--- config.mk ---
export PLATFORM = sky130hd
export DESIGN_NAME = spi_regbank
export DESIGN_NICKNAME = d
export VERILOG_FILES = /design/src/rtl/spi_rb_pkg.sv /design/src/rtl/spi_rb_strobe.sv /design/src/rtl/spi_rb_len.sv /design/src/rtl/spi_rb_irq.sv /design/src/rtl/spi_regbank.sv
export SDC_FILE = /design/constraint.sdc
export NUM_CORES = 1
export LEC_CHECK = 0
export BUFFER_PORTS_ARGS = -buffer_cell sky130_fd_sc_hd__buf_4
export CAP_MARGIN = 10
export CORE_MARGIN = 1
export CORE_UTILIZATION = 49
export DETAILED_ROUTE_END_ITERATION = 10
export PLACE_DENSITY = 0.8
export SLEW_MARGIN = 20
export SYNTH_ARGS = -nofsm -noshare
export SYNTH_HDL_FRONTEND = slang
export SYNTH_HIERARCHICAL = 1
export SYNTH_SLANG_ARGS = --single-unit
--- constraint.sdc ---
create_clock -name clk_i -period 3.2 [get_ports clk_i]
set_clock_uncertainty 0.15 [all_clocks]
set_input_delay 0.64 -clock clk_i [delete_from_list [all_inputs] [get_ports clk_i]]
set_output_delay 0.64 -clock clk_i [all_outputs]
set_load 0.03 [all_outputs]
--- src/rtl/spi_rb_pkg.sv ---
package spi_rb_pkg;
  localparam int unsigned OFS_DIV  = 'h04;
  localparam int unsigned OFS_MODE = 'h0C;
  localparam int unsigned OFS_DMA  = 'h10;
  localparam int unsigned OFS_INTV = 'h14;
  localparam int unsigned OFS_IEN  = 'h20;
  localparam int unsigned OFS_ICLR = 'h24;
  localparam int unsigned OFS_IRAW = 'h28;
  localparam int unsigned OFS_IMSK = 'h2C;
  localparam int unsigned OFS_BUSY = 'h34;
  localparam int unsigned OFS_FRST = 'h48;
  localparam int unsigned OFS_TXH  = 'h54;
  localparam int unsigned OFS_TXL  = 'h58;
  localparam int unsigned OFS_RXH  = 'h5C;
  localparam int unsigned OFS_RXL  = 'h60;
  localparam int unsigned OFS_REQ  = 'h64;

  localparam int unsigned BIT_RXMODE = 12;
  localparam int unsigned BIT_TXMODE = 13;
  localparam int unsigned BIT_DMA    = 6;
  localparam int unsigned BIT_BUSY   = 8;
  localparam int unsigned BIT_RXREQ  = 0;
  localparam int unsigned BIT_TXREQ  = 1;
  localparam int unsigned BIT_FRST   = 0;

  // event index k lives at status bit EVT_LSB+k
  localparam int unsigned NUM_EVT = 2;
  localparam int unsigned EVT_LSB = 8;
  typedef enum logic {EV_TX = 1'b0, EV_RX = 1'b1} evt_e;

  localparam int unsigned LEN_LO_W = 16;
endpackage

--- src/rtl/spi_rb_strobe.sv ---
module spi_rb_strobe #(
  parameter int unsigned N = 1
) (
  input  logic         clk_i,
  input  logic         rst_ni,
  input  logic         we_i,
  input  logic [N-1:0] bits_i,
  output logic [N-1:0] pulse_o
);
  always_ff @(posedge clk_i or negedge rst_ni) begin
    if (!rst_ni) pulse_o <= '0;
    else         pulse_o <= we_i ? bits_i : '0;
  end

  for (genvar k = 0; k < N; k++) begin : g_chk
    // a strobe only follows a write carrying its bit
    a_r6_pulse_src: assert property (@(posedge clk_i) disable iff (!rst_ni)
      pulse_o[k] |-> $past(we_i && bits_i[k]));
    a_r7_no_pulse: assert property (@(posedge clk_i) disable iff (!rst_ni)
      !we_i |=> !pulse_o[k]);
  end
endmodule

--- src/rtl/spi_rb_len.sv ---
module spi_rb_len #(
  parameter int unsigned LEN_W = 20
) (
  input  logic             clk_i,
  input  logic             rst_ni,
  input  logic             we_hi_i,
  input  logic             we_lo_i,
  input  logic [15:0]      wdata_i,
  output logic [LEN_W-1:0] len_o
);
  localparam int unsigned LO_W = spi_rb_pkg::LEN_LO_W;
  localparam int unsigned HI_W = LEN_W - LO_W;

  logic [HI_W-1:0] hi_q;
  logic [LO_W-1:0] lo_q;

  always_ff @(posedge clk_i or negedge rst_ni) begin
    if (!rst_ni) begin
      hi_q <= '0;
      lo_q <= '0;
    end else begin
      if (we_hi_i) hi_q <= wdata_i[HI_W-1:0];
      if (we_lo_i) lo_q <= wdata_i[LO_W-1:0];
    end
  end

  assign len_o = {hi_q, lo_q};

  // halves are independent
  a_r5_hi_keep: assert property (@(posedge clk_i) disable iff (!rst_ni)
    !we_hi_i |=> $stable(len_o[LEN_W-1:LO_W]));
  a_r5_lo_keep: assert property (@(posedge clk_i) disable iff (!rst_ni)
    !we_lo_i |=> $stable(len_o[LO_W-1:0]));
endmodule

--- src/rtl/spi_rb_irq.sv ---
module spi_rb_irq #(
  parameter int unsigned N = 2
) (
  input  logic         clk_i,
  input  logic         rst_ni,
  input  logic [N-1:0] evt_i,
  input  logic         en_we_i,
  input  logic         clr_we_i,
  input  logic [N-1:0] wbits_i,
  output logic [N-1:0] raw_o,
  output logic [N-1:0] en_o,
  output logic [N-1:0] msk_o,
  output logic         irq_o
);
  logic [N-1:0] clr;
  assign clr = clr_we_i ? wbits_i : '0;

  for (genvar k = 0; k < N; k++) begin : g_evt
    always_ff @(posedge clk_i or negedge rst_ni) begin
      if (!rst_ni)       raw_o[k] <= 1'b0;
      else if (evt_i[k]) raw_o[k] <= 1'b1;   // set wins over clear
      else if (clr[k])   raw_o[k] <= 1'b0;
    end

    a_r8_sticky: assert property (@(posedge clk_i) disable iff (!rst_ni)
      (raw_o[k] && !clr[k]) |=> raw_o[k]);
    a_r8_set: assert property (@(posedge clk_i) disable iff (!rst_ni)
      evt_i[k] |=> raw_o[k]);
    a_r9_clear: assert property (@(posedge clk_i) disable iff (!rst_ni)
      (clr[k] && !evt_i[k]) |=> !raw_o[k]);
  end

  always_ff @(posedge clk_i or negedge rst_ni) begin
    if (!rst_ni)      en_o <= '0;
    else if (en_we_i) en_o <= wbits_i;
  end

  assign msk_o = raw_o & en_o;
  assign irq_o = |msk_o;

  a_r11_quiet: assert property (@(posedge clk_i) disable iff (!rst_ni)
    (en_o == '0) |-> !irq_o);
  a_r10_mask: assert property (@(posedge clk_i) disable iff (!rst_ni)
    (msk_o & ~raw_o) == '0);
endmodule

--- src/rtl/spi_regbank.sv ---
module spi_regbank
  import spi_rb_pkg::*;
#(
  parameter int unsigned ADDR_W = 8,
  parameter int unsigned DATA_W = 32,
  parameter int unsigned DIV_W  = 16,
  parameter int unsigned INTV_W = 8,
  parameter int unsigned LEN_W  = 20
) (
  input  logic              clk_i,
  input  logic              rst_ni,
  input  logic [ADDR_W-1:0] addr_i,
  input  logic              wr_i,
  input  logic              rd_i,
  input  logic [DATA_W-1:0] wdata_i,
  output logic [DATA_W-1:0] rdata_o,
  input  logic              tx_end_i,
  input  logic              rx_end_i,
  input  logic              tx_busy_i,
  output logic [DIV_W-1:0]  clk_div_o,
  output logic              tx_mode_o,
  output logic              rx_mode_o,
  output logic              dma_en_o,
  output logic [INTV_W-1:0] interval_o,
  output logic [LEN_W-1:0]  tx_len_o,
  output logic [LEN_W-1:0]  rx_len_o,
  output logic              fifo_rst_o,
  output logic              sw_tx_req_o,
  output logic              sw_rx_req_o,
  output logic              irq_o
);
  localparam int unsigned LO_W = LEN_LO_W;
  localparam int unsigned HI_W = LEN_W - LO_W;

  function automatic logic hit(input logic [ADDR_W-1:0] a, input int unsigned ofs);
    return a == ADDR_W'(ofs);
  endfunction

  logic unused_wdata;
  assign unused_wdata = ^wdata_i[DATA_W-1:16];

  logic we_div, we_mode, we_dma, we_intv, we_ien, we_iclr;
  logic we_frst, we_req, we_txh, we_txl, we_rxh, we_rxl;
  assign we_div  = wr_i && hit(addr_i, OFS_DIV);
  assign we_mode = wr_i && hit(addr_i, OFS_MODE);
  assign we_dma  = wr_i && hit(addr_i, OFS_DMA);
  assign we_intv = wr_i && hit(addr_i, OFS_INTV);
  assign we_ien  = wr_i && hit(addr_i, OFS_IEN);
  assign we_iclr = wr_i && hit(addr_i, OFS_ICLR);
  assign we_frst = wr_i && hit(addr_i, OFS_FRST);
  assign we_req  = wr_i && hit(addr_i, OFS_REQ);
  assign we_txh  = wr_i && hit(addr_i, OFS_TXH);
  assign we_txl  = wr_i && hit(addr_i, OFS_TXL);
  assign we_rxh  = wr_i && hit(addr_i, OFS_RXH);
  assign we_rxl  = wr_i && hit(addr_i, OFS_RXL);

  always_ff @(posedge clk_i or negedge rst_ni) begin
    if (!rst_ni) begin
      clk_div_o  <= '0;
      tx_mode_o  <= 1'b0;
      rx_mode_o  <= 1'b0;
      dma_en_o   <= 1'b0;
      interval_o <= '0;
    end else begin
      if (we_div)  clk_div_o <= wdata_i[DIV_W-1:0];
      if (we_mode) begin
        tx_mode_o <= wdata_i[BIT_TXMODE];
        rx_mode_o <= wdata_i[BIT_RXMODE];
      end
      if (we_dma)  dma_en_o   <= wdata_i[BIT_DMA];
      if (we_intv) interval_o <= wdata_i[INTV_W-1:0];
    end
  end

  spi_rb_len #(.LEN_W(LEN_W)) u_tx_len (
    .clk_i, .rst_ni, .we_hi_i(we_txh), .we_lo_i(we_txl),
    .wdata_i(wdata_i[15:0]), .len_o(tx_len_o));

  spi_rb_len #(.LEN_W(LEN_W)) u_rx_len (
    .clk_i, .rst_ni, .we_hi_i(we_rxh), .we_lo_i(we_rxl),
    .wdata_i(wdata_i[15:0]), .len_o(rx_len_o));

  logic [1:0] req_pulse;
  spi_rb_strobe #(.N(2)) u_req (
    .clk_i, .rst_ni, .we_i(we_req),
    .bits_i({wdata_i[BIT_TXREQ], wdata_i[BIT_RXREQ]}),
    .pulse_o(req_pulse));
  assign sw_tx_req_o = req_pulse[1];
  assign sw_rx_req_o = req_pulse[0];

  spi_rb_strobe #(.N(1)) u_frst (
    .clk_i, .rst_ni, .we_i(we_frst),
    .bits_i(wdata_i[BIT_FRST]), .pulse_o(fifo_rst_o));

  logic [NUM_EVT-1:0] evt, raw, en, msk;
  assign evt[EV_TX] = tx_end_i;
  assign evt[EV_RX] = rx_end_i;

  spi_rb_irq #(.N(NUM_EVT)) u_irq (
    .clk_i, .rst_ni, .evt_i(evt), .en_we_i(we_ien), .clr_we_i(we_iclr),
    .wbits_i(wdata_i[EVT_LSB +: NUM_EVT]),
    .raw_o(raw), .en_o(en), .msk_o(msk), .irq_o(irq_o));

  always_comb begin
    rdata_o = '0;
    if (rd_i) begin
      if (hit(addr_i, OFS_DIV))  rdata_o = DATA_W'(clk_div_o);
      if (hit(addr_i, OFS_MODE)) begin
        rdata_o[BIT_TXMODE] = tx_mode_o;
        rdata_o[BIT_RXMODE] = rx_mode_o;
      end
      if (hit(addr_i, OFS_DMA))  rdata_o[BIT_DMA] = dma_en_o;
      if (hit(addr_i, OFS_INTV)) rdata_o = DATA_W'(interval_o);
      if (hit(addr_i, OFS_IEN))  rdata_o[EVT_LSB +: NUM_EVT] = en;
      if (hit(addr_i, OFS_IRAW)) rdata_o[EVT_LSB +: NUM_EVT] = raw;
      if (hit(addr_i, OFS_IMSK)) rdata_o[EVT_LSB +: NUM_EVT] = msk;
      if (hit(addr_i, OFS_BUSY)) rdata_o[BIT_BUSY] = tx_busy_i;
      if (hit(addr_i, OFS_TXH))  rdata_o = DATA_W'(tx_len_o[LEN_W-1:LO_W]);
      if (hit(addr_i, OFS_TXL))  rdata_o = DATA_W'(tx_len_o[LO_W-1:0]);
      if (hit(addr_i, OFS_RXH))  rdata_o = DATA_W'(rx_len_o[LEN_W-1:LO_W]);
      if (hit(addr_i, OFS_RXL))  rdata_o = DATA_W'(rx_len_o[LO_W-1:0]);
    end
  end

  // mode bits only move on a mode write
  a_r3_mode_hold: assert property (@(posedge clk_i) disable iff (!rst_ni)
    !we_mode |=> $stable({tx_mode_o, rx_mode_o}));
  // divider only moves on a divider write
  a_r2_div_hold: assert property (@(posedge clk_i) disable iff (!rst_ni)
    !we_div |=> $stable(clk_div_o));
  // no read strobe, no data
  a_r14_idle_bus: assert property (@(posedge clk_i) disable iff (!rst_ni)
    !rd_i |-> (rdata_o == '0));
  // requests are single-cycle unless rewritten
  a_r6_req_once: assert property (@(posedge clk_i) disable iff (!rst_ni)
    (sw_tx_req_o && !we_req) |=> !sw_tx_req_o);
endmodule

==> metrics.txt <==
minimum clock period 3.067 ns; clk buf depth 2; post-synthesis simple-gate area fraction 13.26%; Skew-Pair Late Insertion Delay 0.35 ns; port bufs 117; post-synthesis mux area share 23.18%; final worst slack 0.1326 ns; initial antenna violation count 0; CP endpoint kind output pin; Max H-tree Level 3; # Post-CTS Setup Buffers 0; Final Hold Violating Endpoints 0; Slew HR 38.76%; fin cells 545; routed len/inst 18.54 um; clk root buf clkbuf_8; Site Rows 32; die height 91.62 um; Total Neg Setup Slack 0 ns; Worst Hold Class in -> async; CP max stage delay 0.64 ns; core area 0.007727 sq mm; pre-CTS setup slack 0.1680 ns; routed vias/inst 5.723; Routed WL 10,100 um; CTS tree done; top_reg_cell synth dfrtp_1; XOR/XNOR share of the synthesized area 0%; first-pass GRT wire length 15,950 um; Post-synth EDFFs 0; WP data arrival 2.28 ns; critical path data required time 2.41 ns; clock sinks 74; post-synthesis register bit count 74; drt pass-1 iters 6; worst vdd ir 316.1 uV; via count 3,119; Die Area 0.008393 sq mm; Pleak 0.002533 uW; IO Pins 150; vias in the first global route 3,044; Synth cell types 60; CTS Buf Count 9; FMAX 0.3260 GHz; Synth-to-Final Area Change 28.55%; Post-synth ARST share 100.0%; die width 91.62 um; ANT nets after route 0; crit path max fanout 10; share of layout cells above drive strength 1 51.69%; GRT Util Overall 25.14%; cts repair resizes 0; PD cells 426.7 mW/mm^2; Post-Synth Adder-Cell Area 0%; initial drt markers 278; Mean Syn Cell Area 12.41 sq um; Worst path most repeated cell buf_4; CTS clk-pin slew, worst paths 0.08 ns; total inserted antenna cells 0; DRC Markers 0; Synth Area in Compound Gates 9.475%; layout net count 486; RSZ-0062 raised after global routing no; largest family of logic cells by synthesized area multiplexers; largest net degree at the start of global routing 75; RePlAce Congestion 0.8642; Synth Instances 317; final worst-path cycle share 95.86%; Worst R2R Path Depth 1; Seq/Total Area, Yosys 47.06%; Cells after DPL 530; startpoint types primary input; Tightest Pin Transition 0.9185 ns; CP max-delay cell or4b_1; CTS Hold Bufs 0; worst-path cell chain buf_4 -> or4b_1 -> a211oi_2 -> a21oi_1 -> a2111oi_2 -> o21a_1 -> buf_4; YS warnings 6; Overflow after GRT 0; Slew Limit Fails 0; Max-cap violations 0; Final Setup Violations 0; initial core utilization 50.92%; post-DP HPWL 7098 um; crit path kind in -> out; Post-Syn Area 0.003935 sq mm; status finished, final reports clean
## layer usage
layer / vias up / global-route usage, % / part of all wire [%]
met4: 0 / 9.524 / 1.9
met5: - / 0 / 0
met1: 1550 / 33.39 / 42
met3: 23 / 7.711 / 9.3
li1: 1380 / - / -
met2: 166 / 38.72 / 47
## Yosys cell counts (all sizes together), types with 2 or more instances
cell type  number  area share (%)
nor3            4            0.51
a22oi           4            0.76
a221oi          5             1.1
a22o            3            0.67
clkbuf          4            0.38
buf            32             6.4
mux2i           6             1.5
mux2           69              22
and3            4            0.64
nor4b           3            0.83
and2            8             1.3
nor4            5             1.5
dfrtp          74              47
o21ai           5            0.64
nand2b          3            0.48
nor2           15             1.4
nand3           4            0.64
a21oi           6            0.76
a21o            2            0.41
or2             2            0.32
a32oi           2            0.45
a211oi          2            0.51
o21a            2            0.38
nor2b          15             2.4
or3b            2            0.45
inv             2            0.19
nand2           9            0.86
a222oi          6             1.5
o22ai           2            0.32
## area by class of cell
type                       instances  area [sq um]
multi-input combinational        220          1867
sequential                        74          1852
tap                              102         127.6
inverter                           2         7.507
timing repair buffer             132         991.0
clock buffer                       9         123.9
fill                             596          2669
clock inverter                     6         90.09
## worst paths after layout
check                                              from                            to  slack, ns
setup reg to reg           u_rx_len/lo_q[4]$_DFFE_PN0P_  u_rx_len/lo_q[4]$_DFFE_PN0P_       2.24
setup / recovery                              addr_i[7]                    rdata_o[9]       0.13
hold / removal                                   rst_ni     interval_o[2]$_DFFE_PN0P_       0.25
min in group clk_i                             tx_end_i    u_irq/raw_o[0]$_DFFE_PN0P_       0.32
max in group asynchronous                        rst_ni  u_tx_len/lo_q[8]$_DFFE_PN0P_       2.03
hold reg to reg              u_irq/raw_o[1]$_DFFE_PN0P_    u_irq/raw_o[1]$_DFFE_PN0P_       0.35
## cell families (layout without fill, tap and decap cells)
group	count (synthesis)	count (layout)
AOI/OAI and AO/OA	47	47
buffers and inverters	38	149
DFF	74	74
muxes	75	75
other	1	16
and+or+nand+nor	82	82
## cell usage in the layout, fill, tap and decap left out, types with 2 or more instances in the layout
master       n
or3b_2       2
nor4_1       2
nor4_2       2
o22ai_1      2
and3_1       4
nor3_1       4
clkbuf_8     9
inv_1        2
conb_1      16
nand2b_1     3
o21a_1       2
a32oi_1      2
o21ai_0      5
nor2_1      15
nand3_1      3
and2_1       7
mux2_4      20
a222oi_1     6
a221oi_1     5
nor4b_1      2
mux2i_1      6
nor2b_1     15
nand2_1      9
a22o_1       3
mux2_2      48
a21oi_1      6
a22oi_1      4
dfrtp_1     74
bufinv_16    2
buf_4      132
## through the flow
| step | instance area [sq um] | util, % | hold slack (ns) | total power [uW] |
|---|---|---|---|---|
| floorplan | 3991 | - | 0.1944 | 1241 |
| global placement | 4845 | 62.69 | 0.3393 | 1376 |
| detailed placement | 4845 | 62.69 | 0.3389 | 1383 |
| CTS | 5059 | 65.46 | 0.2987 | 2171 |
| global route | 5059 | 65.46 | 0.3130 | 2231 |
| finish | 5059 | 65.46 | 0.2514 | 2158 |
## power breakdown
part           switching [uW]  internal (uW)  leakage (uW)  total (uW)
Sequential               36.4            976       0.00101        1010
Combinational             217            137       0.00142         353
Clock                     355            437      0.000106         792
Total                     609           1550       0.00253        2160
## flip-flops by register name, indices dropped and copies added (netlist names)
| name | count |
|---|---|
| clk_div_o | 16 |
| u_rx_len/lo_q | 16 |
| u_tx_len/lo_q | 16 |
| interval_o | 8 |
| u_rx_len/hi_q | 4 |
| u_tx_len/hi_q | 4 |
| u_irq/en_o | 2 |
| u_irq/raw_o | 2 |
| u_req/pulse_o | 2 |
| dma_en_o | 1 |
| rx_mode_o | 1 |
| tx_mode_o | 1 |
| u_frst/pulse_o | 1 |
## critical path: cells and delay by family
kind	cells	cell delay [ns]
and+or+nand+nor	1	0.64
AOI/OAI and AO/OA	4	0.68
buffers and inverters	2	0.32
Power figures use the tool's default switching activity.
